File: config.mk
export PLATFORM = sky130hd
export DESIGN_NAME = rename_hist_buf
export DESIGN_NICKNAME = d
export VERILOG_FILES = /design/src/rtl/rhb_pkg.sv /design/src/rtl/rhb_store.sv /design/src/rtl/rhb_walk.sv /design/src/rtl/rename_hist_buf.sv
export SDC_FILE = /design/constraint.sdc
export NUM_CORES = 1
export LEC_CHECK = 0
export BUFFER_PORTS_ARGS = -buffer_cell sky130_fd_sc_hd__buf_4
export CORE_UTILIZATION = 50
export CTS_CLUSTER_SIZE = 40
export DETAILED_ROUTE_END_ITERATION = 16
export GPL_TIMING_DRIVEN = 0
export PLACE_DENSITY = 0.68
export SETUP_SLACK_MARGIN = 0.1
export SYNTH_ARGS = -nofsm -noshare
export SYNTH_HDL_FRONTEND = slang
export SYNTH_HIERARCHICAL = 1
export SYNTH_SLANG_ARGS = --single-unit
File: constraint.sdc
create_clock -name clk -period 9.1 [get_ports clk]
set_clock_uncertainty 0.15 [all_clocks]
set_input_delay 0.455 -clock clk [delete_from_list [all_inputs] [get_ports clk]]
set_output_delay 0.455 -clock clk [all_outputs]
set_load 0.1 [all_outputs]
File: src/rtl/rhb_pkg.sv
package rhb_pkg;
  parameter int SEQ_W  = 8;
  parameter int ARCH_W = 5;
  parameter int PHYS_W = 7;

  typedef struct packed {
    logic [SEQ_W-1:0]  seq;
    logic [ARCH_W-1:0] arch;
    logic [PHYS_W-1:0] newp;
    logic [PHYS_W-1:0] prevp;
  } rhb_entry_t;

  typedef enum logic [1:0] {
    WALK_IDLE   = 2'd0,
    WALK_UNDO   = 2'd1,
    WALK_RETIRE = 2'd2
  } walk_st_e;
endpackage

File: src/rtl/rhb_store.sv
module rhb_store
  import rhb_pkg::*;
#(
  parameter int DEPTH = 8
) (
  input  logic       clk,
  input  logic       rst_n,
  input  logic       push_en,
  input  rhb_entry_t push_ent,
  input  logic       pop_young,
  input  logic       pop_old,
  output rhb_entry_t young_ent,
  output rhb_entry_t old_ent,
  output logic       empty,
  output logic       full
);
  localparam int PTR_W = (DEPTH > 1) ? $clog2(DEPTH) : 1;
  localparam int CNT_W = $clog2(DEPTH + 1);
  localparam logic [PTR_W-1:0] LAST = PTR_W'(DEPTH - 1);

  rhb_entry_t       mem_q [DEPTH];
  logic [PTR_W-1:0] head_q, head_d;
  logic [PTR_W-1:0] tail_q, tail_d;
  logic [CNT_W-1:0] cnt_q, cnt_d;
  logic [PTR_W-1:0] young_idx;

  function automatic logic [PTR_W-1:0] ptr_inc(input logic [PTR_W-1:0] p);
    return (p == LAST) ? '0 : p + 1'b1;
  endfunction

  function automatic logic [PTR_W-1:0] ptr_dec(input logic [PTR_W-1:0] p);
    return (p == '0) ? LAST : p - 1'b1;
  endfunction

  assign young_idx = ptr_dec(tail_q);
  assign young_ent = mem_q[young_idx];
  assign old_ent   = mem_q[head_q];
  assign empty     = (cnt_q == '0);
  assign full      = (cnt_q == CNT_W'(DEPTH));

  always_comb begin
    head_d = head_q;
    tail_d = tail_q;
    if (push_en)   tail_d = ptr_inc(tail_q);
    if (pop_young) tail_d = ptr_dec(tail_q);
    if (pop_old)   head_d = ptr_inc(head_q);
    cnt_d = cnt_q + CNT_W'(push_en) - CNT_W'(pop_young) - CNT_W'(pop_old);
  end

  always_ff @(posedge clk or negedge rst_n) begin
    if (!rst_n) begin
      head_q <= '0;
      tail_q <= '0;
      cnt_q  <= '0;
    end else begin
      head_q <= head_d;
      tail_q <= tail_d;
      cnt_q  <= cnt_d;
    end
  end

  always_ff @(posedge clk) begin
    if (push_en) mem_q[tail_q] <= push_ent;
  end

  assert_no_overflow_R3: assert property (@(posedge clk) disable iff (!rst_n)
    cnt_q <= CNT_W'(DEPTH));
  assert_push_room_R3: assert property (@(posedge clk) disable iff (!rst_n)
    push_en |-> !full);
  assert_pop_nonempty_R4: assert property (@(posedge clk) disable iff (!rst_n)
    (pop_young || pop_old) |-> !empty);
  assert_count_step_R4: assert property (@(posedge clk) disable iff (!rst_n)
    (pop_young && !push_en && !pop_old) |=> (cnt_q + 1'b1) == $past(cnt_q));
endmodule

File: src/rtl/rhb_walk.sv
module rhb_walk
  import rhb_pkg::*;
#(
  parameter int PHYS_LIMIT = 96
) (
  input  logic              clk,
  input  logic              rst_n,
  input  logic              squash_req,
  input  logic [SEQ_W-1:0]  squash_seq,
  input  logic              commit_req,
  input  logic [SEQ_W-1:0]  commit_seq,
  input  rhb_entry_t        young_ent,
  input  logic [SEQ_W-1:0]  old_seq,
  input  logic [PHYS_W-1:0] old_prev,
  input  logic              empty,
  output logic              pop_young,
  output logic              pop_old,
  output logic              busy,
  output logic              map_wr_valid,
  output logic [ARCH_W-1:0] map_wr_arch,
  output logic [PHYS_W-1:0] map_wr_phys,
  output logic              fl_ret_valid,
  output logic [PHYS_W-1:0] fl_ret_phys,
  output logic              sb_set_valid,
  output logic [PHYS_W-1:0] sb_set_phys
);
  localparam logic [PHYS_W-1:0] LIMIT = PHYS_W'(PHYS_LIMIT);

  walk_st_e         state_q, state_d;
  logic [SEQ_W-1:0] bound_q, bound_d;
  logic             undo_hit, retire_hit, squash_go, commit_go;

  assign undo_hit   = (state_q == WALK_UNDO) && !empty && (young_ent.seq > bound_q);
  assign retire_hit = (state_q == WALK_RETIRE) && !empty && (old_seq <= bound_q);
  assign squash_go  = squash_req && !empty && (young_ent.seq > squash_seq);
  assign commit_go  = commit_req && !squash_req && !empty && (old_seq <= commit_seq);

  always_comb begin
    state_d = state_q;
    bound_d = bound_q;
    unique case (state_q)
      WALK_IDLE: begin
        if (squash_go) begin
          state_d = WALK_UNDO;
          bound_d = squash_seq;
        end else if (commit_go) begin
          state_d = WALK_RETIRE;
          bound_d = commit_seq;
        end
      end
      WALK_RETIRE: begin
        if (squash_go) begin
          state_d = WALK_UNDO;
          bound_d = squash_seq;
        end else if (squash_req || !retire_hit) begin
          state_d = WALK_IDLE;
        end
      end
      WALK_UNDO: begin
        if (!undo_hit) state_d = WALK_IDLE;
      end
      default: state_d = WALK_IDLE;
    endcase
  end

  always_ff @(posedge clk or negedge rst_n) begin
    if (!rst_n) begin
      state_q <= WALK_IDLE;
      bound_q <= '0;
    end else begin
      state_q <= state_d;
      bound_q <= bound_d;
    end
  end

  assign busy         = (state_q != WALK_IDLE);
  assign pop_young    = undo_hit;
  assign pop_old      = retire_hit;
  assign map_wr_valid = undo_hit;
  assign map_wr_arch  = young_ent.arch;
  assign map_wr_phys  = young_ent.prevp;
  assign fl_ret_valid = undo_hit || retire_hit;
  assign fl_ret_phys  = undo_hit ? young_ent.newp : old_prev;
  assign sb_set_valid = undo_hit && (young_ent.newp >= LIMIT);
  assign sb_set_phys  = young_ent.newp;

  assert_undo_frees_R4: assert property (@(posedge clk) disable iff (!rst_n)
    map_wr_valid |-> (fl_ret_valid && fl_ret_phys == sb_set_phys));
  assert_sb_limit_R5: assert property (@(posedge clk) disable iff (!rst_n)
    sb_set_valid |-> (map_wr_valid && sb_set_phys >= LIMIT));
  assert_retire_no_map_R6: assert property (@(posedge clk) disable iff (!rst_n)
    pop_old |-> !map_wr_valid);
  assert_one_end_R8: assert property (@(posedge clk) disable iff (!rst_n)
    $onehot0({pop_young, pop_old}));
  assert_strobe_busy_R10: assert property (@(posedge clk) disable iff (!rst_n)
    fl_ret_valid |-> busy);
endmodule

File: src/rtl/rename_hist_buf.sv
module rename_hist_buf
  import rhb_pkg::*;
#(
  parameter int DEPTH      = 8,
  parameter int PHYS_LIMIT = 96
) (
  input  logic              clk,
  input  logic              rst_n,
  input  logic              push_valid,
  input  logic [SEQ_W-1:0]  push_seq,
  input  logic [ARCH_W-1:0] push_arch,
  input  logic [PHYS_W-1:0] push_new,
  input  logic [PHYS_W-1:0] push_prev,
  input  logic              squash_req,
  input  logic [SEQ_W-1:0]  squash_seq,
  input  logic              commit_req,
  input  logic [SEQ_W-1:0]  commit_seq,
  output logic              busy,
  output logic              full,
  output logic              map_wr_valid,
  output logic [ARCH_W-1:0] map_wr_arch,
  output logic [PHYS_W-1:0] map_wr_phys,
  output logic              fl_ret_valid,
  output logic [PHYS_W-1:0] fl_ret_phys,
  output logic              sb_set_valid,
  output logic [PHYS_W-1:0] sb_set_phys
);
  rhb_entry_t push_ent, young_ent, old_ent;
  logic       push_en, pop_young, pop_old, empty;

  assign push_ent = '{seq: push_seq, arch: push_arch, newp: push_new, prevp: push_prev};
  assign push_en  = push_valid && !busy && !full && !squash_req;

  rhb_store #(.DEPTH(DEPTH)) store_i (
    .clk       (clk),
    .rst_n     (rst_n),
    .push_en   (push_en),
    .push_ent  (push_ent),
    .pop_young (pop_young),
    .pop_old   (pop_old),
    .young_ent (young_ent),
    .old_ent   (old_ent),
    .empty     (empty),
    .full      (full)
  );

  rhb_walk #(.PHYS_LIMIT(PHYS_LIMIT)) walk_i (
    .clk          (clk),
    .rst_n        (rst_n),
    .squash_req   (squash_req),
    .squash_seq   (squash_seq),
    .commit_req   (commit_req),
    .commit_seq   (commit_seq),
    .young_ent    (young_ent),
    .old_seq      (old_ent.seq),
    .old_prev     (old_ent.prevp),
    .empty        (empty),
    .pop_young    (pop_young),
    .pop_old      (pop_old),
    .busy         (busy),
    .map_wr_valid (map_wr_valid),
    .map_wr_arch  (map_wr_arch),
    .map_wr_phys  (map_wr_phys),
    .fl_ret_valid (fl_ret_valid),
    .fl_ret_phys  (fl_ret_phys),
    .sb_set_valid (sb_set_valid),
    .sb_set_phys  (sb_set_phys)
  );

  assert_walk_blocks_push_R10: assert property (@(posedge clk) disable iff (!rst_n)
    (pop_young || pop_old) |-> !push_en);
endmodule

**Word-level counts from Yosys, hierarchy flattened**

Memory sizes are Yosys's and may differ from the RTL's.
Cells that the tools add are included.
W data, S select, Z words.

- Reduce and logical (&&, ||, !) cells: 28
- Equality and inequality tests: 9
- $add $sub $neg: 6
- Magnitude comparators: 5
- Muxes and demuxes: 18

Operator list:

| operator | number |
|---|---|
| $mux W8 | 3 |
| $gt A8 B8 Y1 | 2 |
| $le A8 B8 Y1 | 2 |
| $pmux W8 S2 | 1 |
| $mux W3 | 5 |
| $logic_and A1 B1 Y1 | 13 |
| $mux W2 | 5 |
| $sub A4 B1 Y4 | 2 |
| $ge A7 B7 Y1 const B | 1 |
| $mux W7 | 1 |
| $add A3 B1 Y3 const B | 2 |
| $eq A3 B3 Y1 const B | 2 |
| $pmux W2 S3 | 1 |
| $reduce_and A3 Y1 | 2 |
| $reduce_bool A2 Y1 | 3 |
| $logic_not A1 Y1 | 5 |
| $add A4 B1 Y4 | 1 |
| $eq A4 B4 Y1 const B | 1 |
| $logic_not A4 Y1 | 1 |
| $logic_not A3 Y1 | 1 |
| $ne A3 B1 Y1 const B | 1 |
| $ne A3 B2 Y1 const B | 1 |
| $sub A3 B1 Y3 const B | 1 |
| $eq A2 B1 Y1 const B | 1 |
| 6 further kinds | 8 |

- Output and inout bits: 31
- Logic and storage cells: 72
- Memories: 1
- RAM bits: 216
- Bits in registers: 20
- Bits of input ports: 48

Memories:

| name | words | bits a word | read ports | clocked after memory_dff | write ports | line | text |
|---|---|---|---|---|---|---|---|
| store_i.mem_q | 8 | 27 | 2 | 0 | 1 | rhb_store.sv:21 | `rhb_entry_t mem_q [DEPTH];` |

**Logic depth before layout (Yosys ltp)**

Gate-level depths: netlist of the first run.

- Depth in word-level cells: 9
- Gate-level depth with buffers: 27
- Mapped depth without buffers: 22

**Hierarchy**

The synthesis of the first run kept the hierarchy.

By module, submodules not included:

| module | cells an instance | sequential area each (sq um) | area each (sq um) | instances |
|---|---|---|---|---|
| rhb_store | 624 | 6736.5 | 10493.8 | 1 |
| rhb_walk | 177 | 250.2 | 1560.2 | 1 |
| rename_hist_buf | 1 | 0.0 | 15.0 | 1 |

**Worst setup path after synthesis of the first run**

Ideal clock, no wire load.

- Path kind: reg2reg
- Start: reg store_i.tail_q[0]
- End: reg store_i.cnt_q[3]
- Cell stages (with the launch flop): 25
- Buffers on the path: 6
- Data arrival time: 5.123 ns
- Clock period less this slack: 5.396 ns
- Slack: 3.704 ns
- Data required time: 8.827 ns
- Library setup time: 0.123 ns
- Cells stage by stage: dfrtp_1 buf_4 inv_1 ha_1 ha_1 buf_2 buf_4 buf_4 mux2i_1 o221ai_1 ha_1 nor2b_1 o21a_1 o21ai_0 a21oi_1 o21bai_1 buf_2 inv_1 buf_4 inv_1 fa_1 ha_1 ha_1 fa_1 xnor2_1

RTL lines:

| what | line | text |
|---|---|---|
| start: declaration | rhb_store.sv:23 | `logic [PTR_W-1:0] tail_q, tail_d;` |
| start signal: assignment | rhb_store.sv:57 | `tail_q <= tail_d;` |
| end signal: assignment | rhb_store.sv:58 | `cnt_q <= cnt_d;` |
| end: declaration | rhb_store.sv:24 | `logic [CNT_W-1:0] cnt_q, cnt_d;` |

==> metrics.csv, run 1 <==
stage,metric,value,unit
global_routing,global router's overall resource usage,24.09,%
final_layout,share of cells above drive strength 1,26.13,%
clock_network,clk_lat worst skew,0.53,ns
global_routing,grt total ovfl,0,
critical_path,Critical Path RT,9.37,ns
die,I/O pin cnt,79,
clock_network,clock buffer count from CTS,25,
synth,Post-Syn Area,11380,um^2
clock_network,clock-pin slew on the worst setup and hold paths,0.06,ns
timing,Max Clk Rate,158.2,MHz
critical_path,crit path kind,reg -> reg,
critical_path,CP Max Fanout,10,
clock_network,CTS Root Buffer Type,clkbuf_16,
timing,PnR worst setup slack,2.779,ns
global_routing,largest net degree at the start of global routing,21,
placement,HPWL after DPL,18.93,mm
timing,unrepaired setup endpoints after global routing,no,
drt,drt initial violations,544,
die,die span in x,152.9,um
global_routing,initial antenna violation count,1,
timing,Final min period,6.321,ns
final_layout,area grow syn2layout,18.59,%
global_routing,first-pass GRT wire length,42.03,mm
final_layout,Util after Layout,61.09,%
critical_path,crit path from,store_i/tail_q[0],
die,core footprint,22090,um^2
drt,Vias per Instance,6.065,
hold_path,path category of the worst min-delay check,in -> reg,
timing,Fin. Hold Viols,0,
drt,routed len/inst,23.81,um
final_layout,FILL cells,1644,
placement,Final GP Congestion,0.8348,
drt,number of remaining DRC errors,0,
drt,via count,7084,
die,Starting Density,51.52,%
critical_path,CP Capture Type,flip-flop,
placement,Post-Place Setup Slack,2.900,ns
drt,Routed Antenna Nets,0,
clock_network,PostCTS Resize Cnt,0,
die,Die ar.,23370,um^2
drt,Detailed Routing Iterations Pass 1,5,
status,status,"complete, no violations",
hold_path,Hold Crit Start,push_new[0],
placement,port buffer count,78,
synth,Cells after Synth,741,
critical_path,Crit Reg-Reg Startpoint,store_i/tail_q[0],
drt,WL final,27.81,mm
timing,Slew HR,42.57,%
critical_path,data arrival time of the critical path,6.59,ns
clock_network,TritonCTS Sinks,236,
job,Max Cap Violations,0,
synth,synth warn,6,
die,Die Y,152.9,um
timing,Final Setup Violations,0,
timing,period utilisation layout,69.47,%
final_layout,n_diodes,0,
critical_path,Startpoint Class,flip-flop,
synth,syn_nets,834,
clock_network,CTS tree,done,
timing,Least-Margin Pin Slew,0.8615,ns
critical_path,Reg2Reg Setup Slack,2.78,ns
global_routing,vias in the first global route,7402,
die,floorplan row count,54,
timing,setup TNS,0,ns
timing,max-slew violations,0,
clock_network,CTS Buffer Depth,3,
clock_network,# H-tree levels,1,
final_layout,Final #Nets,964,
synth,Post-Syn Area per Cell,15.36,um^2
-- state kept, by name, summed over array words and instances, names as in the netlist --
| name | flops |
|---|---|
| store_i/tail_q | 3 |
| store_i/cnt_q | 4 |
| walk_i/state_q | 2 |
| walk_i/bound_q | 8 |
| store_i/mem_q | 216 |
| store_i/head_q | 3 |
-- critical path, stage by stage (launching register included) --
cell and delay, ns:
dfrtp_1 0.38, buf_4 0.17, inv_1 0.14, ha_1 0.29, nor2b_1 0.18, nand2_1 0.43, clkbuf_1 0.59, o221ai_1 0.31
ha_1 0.37, nor2b_1 0.13, o21a_1 0.16, o21ai_0 0.18, a21oi_1 0.09, o21bai_1 0.40, buf_2 0.48, inv_1 0.13
buf_4 0.18, inv_1 0.09, fa_1 0.43, ha_1 0.20, ha_1 0.20, fa_1 0.38, xnor2_1 0.13
-- layer usage --
layer	global-route usage [%]	up-vias	share of wire (%)
met1	30.11	3603	40
met2	42.68	302	50
met4	7.985	0	3.3
li1	-	3108	-
met5	0	-	0
met3	3.884	71	6.6
-- layout make-up --
type | instances | area (um^2) | area share [%]
clock inverters | 11 | 121.4 | 0.8991
repair buffers | 103 | 933.4 | 6.915
well taps | 280 | 350.3 | 2.595
flip-flops and latches | 236 | 6987 | 51.76
multi-input cells | 404 | 3895 | 28.86
clock buffers | 33 | 655.6 | 4.857
inverters | 40 | 150.1 | 1.112
plain buffers | 61 | 405.4 | 3.003
-- path summary, 6_finish.rpt --
path	to	cells after the start
setup / recovery	store_i/cnt_q[3]	22
min in group asynchronous	store_i/cnt_q[2]	2
setup reg to reg	store_i/cnt_q[3]	22
hold / removal	store_i/mem_q[1][7]	1
hold reg to reg	walk_i/state_q[0]	1
max in group asynchronous	walk_i/bound_q[1]	2
-- timing repair --
item                                   in CTS  in global routing
setup buffers                               0                  0
hold buffers                               13                  0
endpoints found under the hold margin     111                  0
-- cell usage in the layout (no fill, tap or decap), drive strengths merged, types with 2 or more instances in the layout --
master / instances
nor2b: 9
inv: 40
ha: 43
nand2: 56
clkinv: 9
clkbuf: 42
nor3: 4
mux2: 11
nand4: 8
bufinv: 2
mux2i: 122
o22a: 27
o211ai: 3
o21ba: 2
and2b: 2
a21o: 2
edfxtp: 216
nand2b: 4
fa: 2
dlygate4sd3: 13
o21a: 2
o21bai: 2
nor3b: 2
a21oi: 13
mux4: 30
nand3b: 2
nor2: 11
dfrtp: 20
nand3: 2
o221ai: 27
buf: 142
o21ai: 8
-- stage by stage --
| step | hold WS [ns] | std cells | area, um^2 |
|---|---|---|---|
| floorplan | 0.009409 | 741 | 11380 |
| global placement | 0.1963 | 1099 | 12320 |
| detailed placement | 0.2066 | 1111 | 12590 |
| CTS | 0.0002502 | 1168 | 13500 |
| global route | 0.001953 | 1168 | 13500 |
| finish | 0.005016 | 1168 | 13500 |
Power of run 1 is left out: the tool's default activity adds up to more than one toggle a clock period on the data nets, which glitch-free logic cannot reach.
==> run 2, diff against run 1 <==
--- a/config.mk
+++ b/config.mk
@@ -5,12 +5,13 @@
 export SDC_FILE = /design/constraint.sdc
 export NUM_CORES = 1
 export LEC_CHECK = 0
+export ABC_AREA = 1
 export BUFFER_PORTS_ARGS = -buffer_cell sky130_fd_sc_hd__buf_4
 export CORE_UTILIZATION = 50
 export CTS_CLUSTER_SIZE = 40
 export DETAILED_ROUTE_END_ITERATION = 16
 export GPL_TIMING_DRIVEN = 0
-export PLACE_DENSITY = 0.68
+export PLACE_DENSITY = 0.67
 export SETUP_SLACK_MARGIN = 0.1
 export SYNTH_ARGS = -nofsm -noshare
 export SYNTH_HDL_FRONTEND = slang
==> constraint.sdc (replaced) <==
create_clock -name clk -period 6.4 [get_ports clk]
set_clock_uncertainty 0.15 [all_clocks]
set_input_delay 0.32 -clock clk [delete_from_list [all_inputs] [get_ports clk]]
set_output_delay 0.32 -clock clk [all_outputs]
set_load 0.1 [all_outputs]
==> metrics.csv, run 2 <==
stage,metric,value,unit,change
critical_path,crit path from,store_i/tail_q[0],,unchanged
timing,max-slew violations,0,,unchanged
placement,port buffer count,78,,unchanged
synth,syn_nets,1502,,was 834
global_routing,first-pass GRT wire length,54.98,mm,was 42.03 mm
die,Starting Density,51.14,%,was 51.52%
drt,WL final,36.80,mm,was 27.81 mm
die,Die Y,160.2,um,was 152.9 um
critical_path,CP Capture Type,flip-flop,,unchanged
timing,hold slack final,0.009890,ns,was 0.005016 ns
timing,Least-Margin Pin Slew,0.7678,ns,was 0.8615 ns
die,I/O pin cnt,79,,unchanged
timing,setup TNS,0,ns,unchanged
critical_path,Critical Path RT,6.67,ns,was 9.37 ns
clock_network,clk_lat worst skew,0.53,ns,about the same
critical_path,data arrival time of the critical path,6.34,ns,was 6.59 ns
final_layout,share of cells above drive strength 1,14.97,%,was 26.13%
drt,number of remaining DRC errors,0,,unchanged
final_layout,"commonest non-fill, non-tap cell in the layout",nand2_1,,was edfxtp_1
clock_network,postcts setup bufs,0,,unchanged
timing,unrepaired setup endpoints after global routing,no,,unchanged
die,Die ar.,25660,um^2,was 23370 um^2
final_layout,n_diodes,0,,unchanged
final_layout,area grow syn2layout,20.30,%,was 18.59%
final_layout,biggest regs,"store_i/mem_q x216, walk_i/bound_q x8, store_i/cnt_q x4",,unchanged
drt,Routed Antenna Nets,0,,unchanged
global_routing,vias in the first global route,9639,,was 7402
drt,routed wl met2,17.11,mm,was 13.94 mm
final_layout,Final #Nets,1657,,was 964
global_routing,grt total ovfl,0,,unchanged
critical_path,Crit Reg-Reg Startpoint,store_i/tail_q[0],,unchanged
status,status,"complete, no violations",,unchanged
drt,Detailed Routing Iterations Pass 1,6,,was 5
final_layout,Util after Layout,61.52,%,was 61.09%
drt,routed len/inst,19.30,um,was 23.81 um
synth,Cells after Synth,1409,,was 741
synth,Post-Syn Area,12510,um^2,was 11380 um^2
drt,M1 WL,14.95,mm,was 11.14 mm
clock_network,# H-tree levels,1,,unchanged
clock_network,CTS Buffer Depth,3,,unchanged
placement,Final GP Congestion,0.8916,,was 0.8348
timing,Final min period,6.068,ns,was 6.321 ns
global_routing,largest net degree at the start of global routing,24,,was 21
synth,synth warn,6,,unchanged
hold_path,path category of the worst min-delay check,in -> reg,,unchanged
final_layout,Top reg by flops,store_i/mem_q,,unchanged
critical_path,CP max stage cell,dfrtp_1,,was clkbuf_1
critical_path,CP dominant cell by count,ha_1,,unchanged
critical_path,crit path kind,reg -> reg,,unchanged
clock_network,clock-pin slew on the worst setup and hold paths,0.06,ns,about the same
timing,Max Clk Rate,164.8,MHz,was 158.2 MHz
hold_path,Hold Crit Start,commit_seq[3],,was push_new[0]
timing,Slew HR,48.81,%,was 42.57%
critical_path,Worst path max stage delay,0.50,ns,was 0.59 ns
drt,Vias per Instance,5.390,,was 6.065
clock_network,TritonCTS Sinks,236,,unchanged
global_routing,initial antenna violation count,0,,was 1
drt,via count,10280,,was 7084
clock_network,CTS tree,done,,unchanged
final_layout,design area,15050,um^2,was 13500 um^2
clock_network,CTS Root Buffer Type,clkbuf_16,,unchanged
timing,Final Setup Violations,0,,unchanged
clock_network,clock buffer count from CTS,26,,was 25
critical_path,CP Max Fanout,10,,unchanged
global_routing,global router's overall resource usage,28.60,%,was 24.09%
critical_path,Startpoint Class,flip-flop,,unchanged
timing,period utilisation layout,94.82,%,was 69.47%
drt,WL met3,3.589,mm,was 1.822 mm
placement,HPWL after DPL,24.04,mm,was 18.93 mm
die,die span in x,160.2,um,was 152.9 um
drt,max layer used,met4,,unchanged
drt,drt initial violations,1260,,was 544
die,floorplan row count,57,,was 54
job,Max Cap Violations,0,,unchanged
die,core footprint,24460,um^2,was 22090 um^2
placement,placed cell areas,13740,um^2,was 12590 um^2
synth,Post-Syn Area per Cell,8.878,um^2,was 15.36 um^2
timing,Fin. Hold Viols,0,,unchanged
critical_path,"Cell Chain, Critical Path",clkbuf_4 > inv_1 > ha_1 > ha_1 > inv_1 > nand2_2 > inv_2 > buf_2 > nand3_1 > nand2_1 > inv_1 > ha_1 > nand2_1 > nor3_1 > nor2_1 > nand2_1 > clkinvlp_4 > buf_4 > inv_1 > fa_1 > ha_1 > ha_1 > fa_1 > xnor2_1,,was buf_4 > inv_1 > ha_1 > nor2b_1 > nand2_1 > clkbuf_1 > o221ai_1 > ha_1 > nor2b_1 > o21a_1 > o21ai_0 > a21oi_1 > o21bai_1 > buf_2 > inv_1 > buf_4 > inv_1 > fa_1 > ha_1 > ha_1 > fa_1 > xnor2_1
final_layout,most frequent cells in the layout,"nand2_1, nand3_1, edfxtp_1, inv_1, buf_4",,"was edfxtp_1, mux2i_1, buf_4, nand2_1, ha_1"
final_layout,max reg flops,216,,unchanged
-- run 2: timing repair --
item / in CTS / in global routing
endpoints found under the setup margin: 0 / 2
endpoints found under the hold margin: 245 / 0
hold buffers: 41 / 0
gates resized for setup: 0 / 8
-- run 2: final timing paths --
path                                     end  slack (ns)  cells past startpoint
hold reg to reg            walk_i/bound_q[6]        0.36                      2
max in group asynchronous  walk_i/bound_q[1]        5.81                      2
setup reg to reg            store_i/cnt_q[3]        0.33                     24
min in group asynchronous   store_i/cnt_q[2]        0.06                      2
setup / recovery            store_i/cnt_q[3]        0.33                     24
hold / removal             walk_i/bound_q[3]        0.01                      5
-- run 2: stage by stage --
stage | cells | worst slack (ns)
floorplan | 1409 | 0.9992
global placement | 1811 | 0.3792
detailed placement | 1819 | 0.3161
CTS | 1907 | 0.2942
global route | 1907 | 0.1522
finish | 1907 | 0.3316
-- run 2: area by class of cell --
cell class	count	area, um^2
multi-input combinational	893	4338
buffer	96	558.0
fill	2082	9413
clock buffer	33	676.9
sequential	236	6987
inverter	184	696.9
timing repair buffer	127	1179
tap	324	405.4
clock inverter	14	209.0
-- run 2: per-layer routing --
| layer | vias to the layer above | GRT usage, % |
|---|---|---|
| li1 | 4850 | - |
| met1 | 4789 | 38.62 |
| met2 | 548 | 46.62 |
| met3 | 92 | 4.753 |
| met4 | 0 | 10.26 |
| met5 | - | 0 |
-- run 2: critical path, delay by kind of cell (launching register included) --
| kind | cells | cell delay (ns) |
|---|---|---|
| buffers and inverters | 9 | 2.06 |
| adders and majority gates | 7 | 1.90 |
| and+or+nand+nor | 7 | 1.19 |
| DFF | 1 | 0.50 |
| xor gates and xnor gates | 1 | 0.13 |
Power of run 2 is left out for the same reason.
==> run 3, diff against run 2 <==
--- a/config.mk
+++ b/config.mk
@@ -5,13 +5,12 @@
 export SDC_FILE = /design/constraint.sdc
 export NUM_CORES = 1
 export LEC_CHECK = 0
-export ABC_AREA = 1
 export BUFFER_PORTS_ARGS = -buffer_cell sky130_fd_sc_hd__buf_4
 export CORE_UTILIZATION = 50
 export CTS_CLUSTER_SIZE = 40
 export DETAILED_ROUTE_END_ITERATION = 16
 export GPL_TIMING_DRIVEN = 0
-export PLACE_DENSITY = 0.67
+export PLACE_DENSITY = 0.68
 export SETUP_SLACK_MARGIN = 0.1
 export SYNTH_ARGS = -nofsm -noshare
 export SYNTH_HDL_FRONTEND = slang
==> metrics.csv, run 3 (synthesis results as in run 1) <==
stage,metric,value,unit,change
status,status,"complete, no violations",,unchanged
final_layout,max reg flops,216,,unchanged
final_layout,area grow syn2layout,21.36,%,was 20.30%
final_layout,design area,13810,um^2,was 15050 um^2
job,Max Cap Violations,0,,unchanged
drt,Detailed Routing Iterations Pass 1,5,,was 6
drt,routed len/inst,23.39,um,was 19.30 um
drt,drt initial violations,542,,was 1260
final_layout,most frequent cells in the layout,"edfxtp_1, mux2i_1, buf_4, nand2_1",,"was nand2_1, nand3_1, edfxtp_1, inv_1, buf_4"
final_layout,share of cells above drive strength 1,25.71,%,was 14.97%
clock_network,postcts setup bufs,0,,unchanged
final_layout,biggest regs,"store_i/mem_q x216, walk_i/bound_q x8, store_i/cnt_q x4",,unchanged
critical_path,worst r2r path cells,24,,unchanged
timing,setup TNS,0,ns,unchanged
placement,Post-Place Setup Slack,0.2003,ns,was 0.3161 ns
global_routing,largest net degree at the start of global routing,21,,was 24
final_layout,FILL cells,1608,,was 2082
critical_path,Reg2Reg Setup Slack,0.45,ns,was 0.33 ns
timing,PnR worst setup slack,0.4478,ns,was 0.3316 ns
hold_path,path category of the worst min-delay check,in -> reg,,unchanged
timing,Slew HR,45.09,%,was 48.81%
clock_network,CTS Root Buffer Type,clkbuf_16,,unchanged
final_layout,"commonest non-fill, non-tap cell in the layout",edfxtp_1,,was nand2_1
global_routing,first-pass GRT wire length,42.55,mm,was 54.98 mm
hold_path,Worst Hold Path EP,walk_i/bound_q[0],,was walk_i/bound_q[3]
clock_network,TritonCTS Sinks,236,,unchanged
clock_network,CTS tree,done,,unchanged
critical_path,CP Capture Type,flip-flop,,unchanged
timing,Final Setup Violations,0,,unchanged
placement,Final GP Congestion,0.8348,,was 0.8916
die,core footprint,22090,um^2,was 24460 um^2
drt,number of remaining DRC errors,0,,unchanged
timing,Least-Margin Pin Slew,0.8236,ns,was 0.7678 ns
placement,port buffer count,78,,unchanged
die,Die ar.,23370,um^2,was 25660 um^2
global_routing,vias in the first global route,7539,,was 9639
hold_path,worst hold path depth,3,,was 5
final_layout,n_diodes,0,,unchanged
global_routing,grt total ovfl,0,,unchanged
drt,via count,7131,,was 10280
critical_path,data arrival time of the critical path,6.22,ns,was 6.34 ns
critical_path,CP Max Fanout,10,,unchanged
die,I/O pin cnt,79,,unchanged
clock_network,clock buffer count from CTS,25,,was 26
global_routing,global router's overall resource usage,24.34,%,was 28.60%
final_layout,Final #Nets,994,,was 1657
placement,placed cell areas,12590,um^2,was 13740 um^2
timing,unrepaired setup endpoints after global routing,no,,unchanged
clock_network,clock-pin slew on the worst setup and hold paths,0.06,ns,about the same
timing,period utilisation layout,93.00,%,was 94.82%
critical_path,crit path kind,reg -> reg,,unchanged
timing,Final min period,5.952,ns,was 6.068 ns
critical_path,Crit Reg-Reg Startpoint,store_i/tail_q[0],,unchanged
die,floorplan row count,54,,was 57
placement,HPWL after DPL,18.93,mm,was 24.04 mm
die,Starting Density,51.52,%,was 51.14%
critical_path,Critical Path RT,6.67,ns,about the same
clock_network,CTS Buffer Depth,3,,unchanged
drt,Routed Antenna Nets,0,,unchanged
drt,WL final,28.02,mm,was 36.80 mm
hold_path,Hold Crit Start,squash_seq[0],,was commit_seq[3]
drt,Vias per Instance,5.952,,was 5.390
critical_path,end of the worst register-to-register path,store_i/cnt_q[3],,unchanged
timing,max-slew violations,0,,unchanged
die,die span in x,152.9,um,was 160.2 um
timing,Fin. Hold Viols,0,,unchanged
die,Die Y,152.9,um,was 160.2 um
clock_network,clk_lat worst skew,0.53,ns,about the same
final_layout,Top reg by flops,store_i/mem_q,,unchanged
global_routing,initial antenna violation count,1,,was 0
timing,Max Clk Rate,168.0,MHz,was 164.8 MHz
clock_network,# H-tree levels,1,,unchanged
final_layout,Util after Layout,62.52,%,was 61.52%
critical_path,Startpoint Class,flip-flop,,unchanged
## run 3: changes by cell type in the layout (fill, tap and decap cells not counted), sizes merged, moves of 4 or more
cell	before	now
nor2b	0	9
nand2b	0	4
mux2i	0	122
nand2	541	56
clkbuf	50	43
o221ai	0	27
nor2	23	11
mux4	0	30
mux2	0	11
o22a	0	27
inv	181	40
buf	165	141
nand4	3	8
nand3	246	2
## run 3: final cells by class
class	count	area [um^2]	share of cell area [%]
Buffer	61	410.4	2.971
Clock buffer	33	655.6	4.746
Clock inverter	11	121.4	0.8786
Inverter	40	150.1	1.087
Multi-Input combinational cell	404	3905	28.27
Sequential cell	236	6987	50.58
Tap cell	280	350.3	2.536
Timing Repair Buffer	133	1234	8.931
## run 3: per-layer routing
layer	global-route usage (%)	share of wire, %	vias to the layer above
met5	0	0	-
met4	8.225	3.2	0
met3	3.714	6.1	65
met2	43.14	51	292
met1	30.49	40	3606
li1	-	-	3168
## run 3: how the worst max path moves through the flow
stage	start	endpoint	slack (ns)	cells after the start
floorplan	store_i/tail_q[0]	store_i/cnt_q[3]	1.00	24
global placement	walk_i/state_q[0]	store_i/mem_q[0][14]	0.06	4
detailed placement	store_i/tail_q[0]	store_i/cnt_q[3]	0.20	22
CTS	store_i/tail_q[0]	store_i/cnt_q[3]	0.17	22
global route	store_i/tail_q[0]	store_i/cnt_q[3]	0.18	24
finish	store_i/tail_q[0]	store_i/cnt_q[3]	0.45	24
## run 3: worst max-delay path, stage by stage (launching register included)
cell and delay (ns):
dfrtp_1 0.35, buf_4 0.17, inv_1 0.11, ha_1 0.21
ha_1 0.31, buf_2 0.23, buf_4 0.29, buf_4 0.32
mux2i_1 0.22, o221ai_1 0.20, ha_1 0.36, nor2b_1 0.13
o21a_1 0.16, o21ai_0 0.19, a21oi_1 0.11, o21bai_2 0.26
clkbuf_4 0.37, inv_1 0.10, buf_4 0.17, inv_1 0.09
fa_1 0.43, ha_1 0.20, ha_1 0.20, fa_1 0.38
xnor2_1 0.13
## run 3: through the flow
step / cells / hold slack [ns]
finish: 1198 / 0.02709
global route: 1198 / 0.03624
CTS: 1198 / 0.01770
detailed placement: 1111 / 0.07161
global placement: 1099 / 0.06125
floorplan: 741 / -0.1256
## run 3: repair_timing
item | in CTS | in global routing
resized for setup | 0 | 7
endpoints found under the setup margin | 0 | 2
hold endpoints to repair | 244 | 0
hold buffers | 43 | 0
Power of run 3 is left out for the same reason.
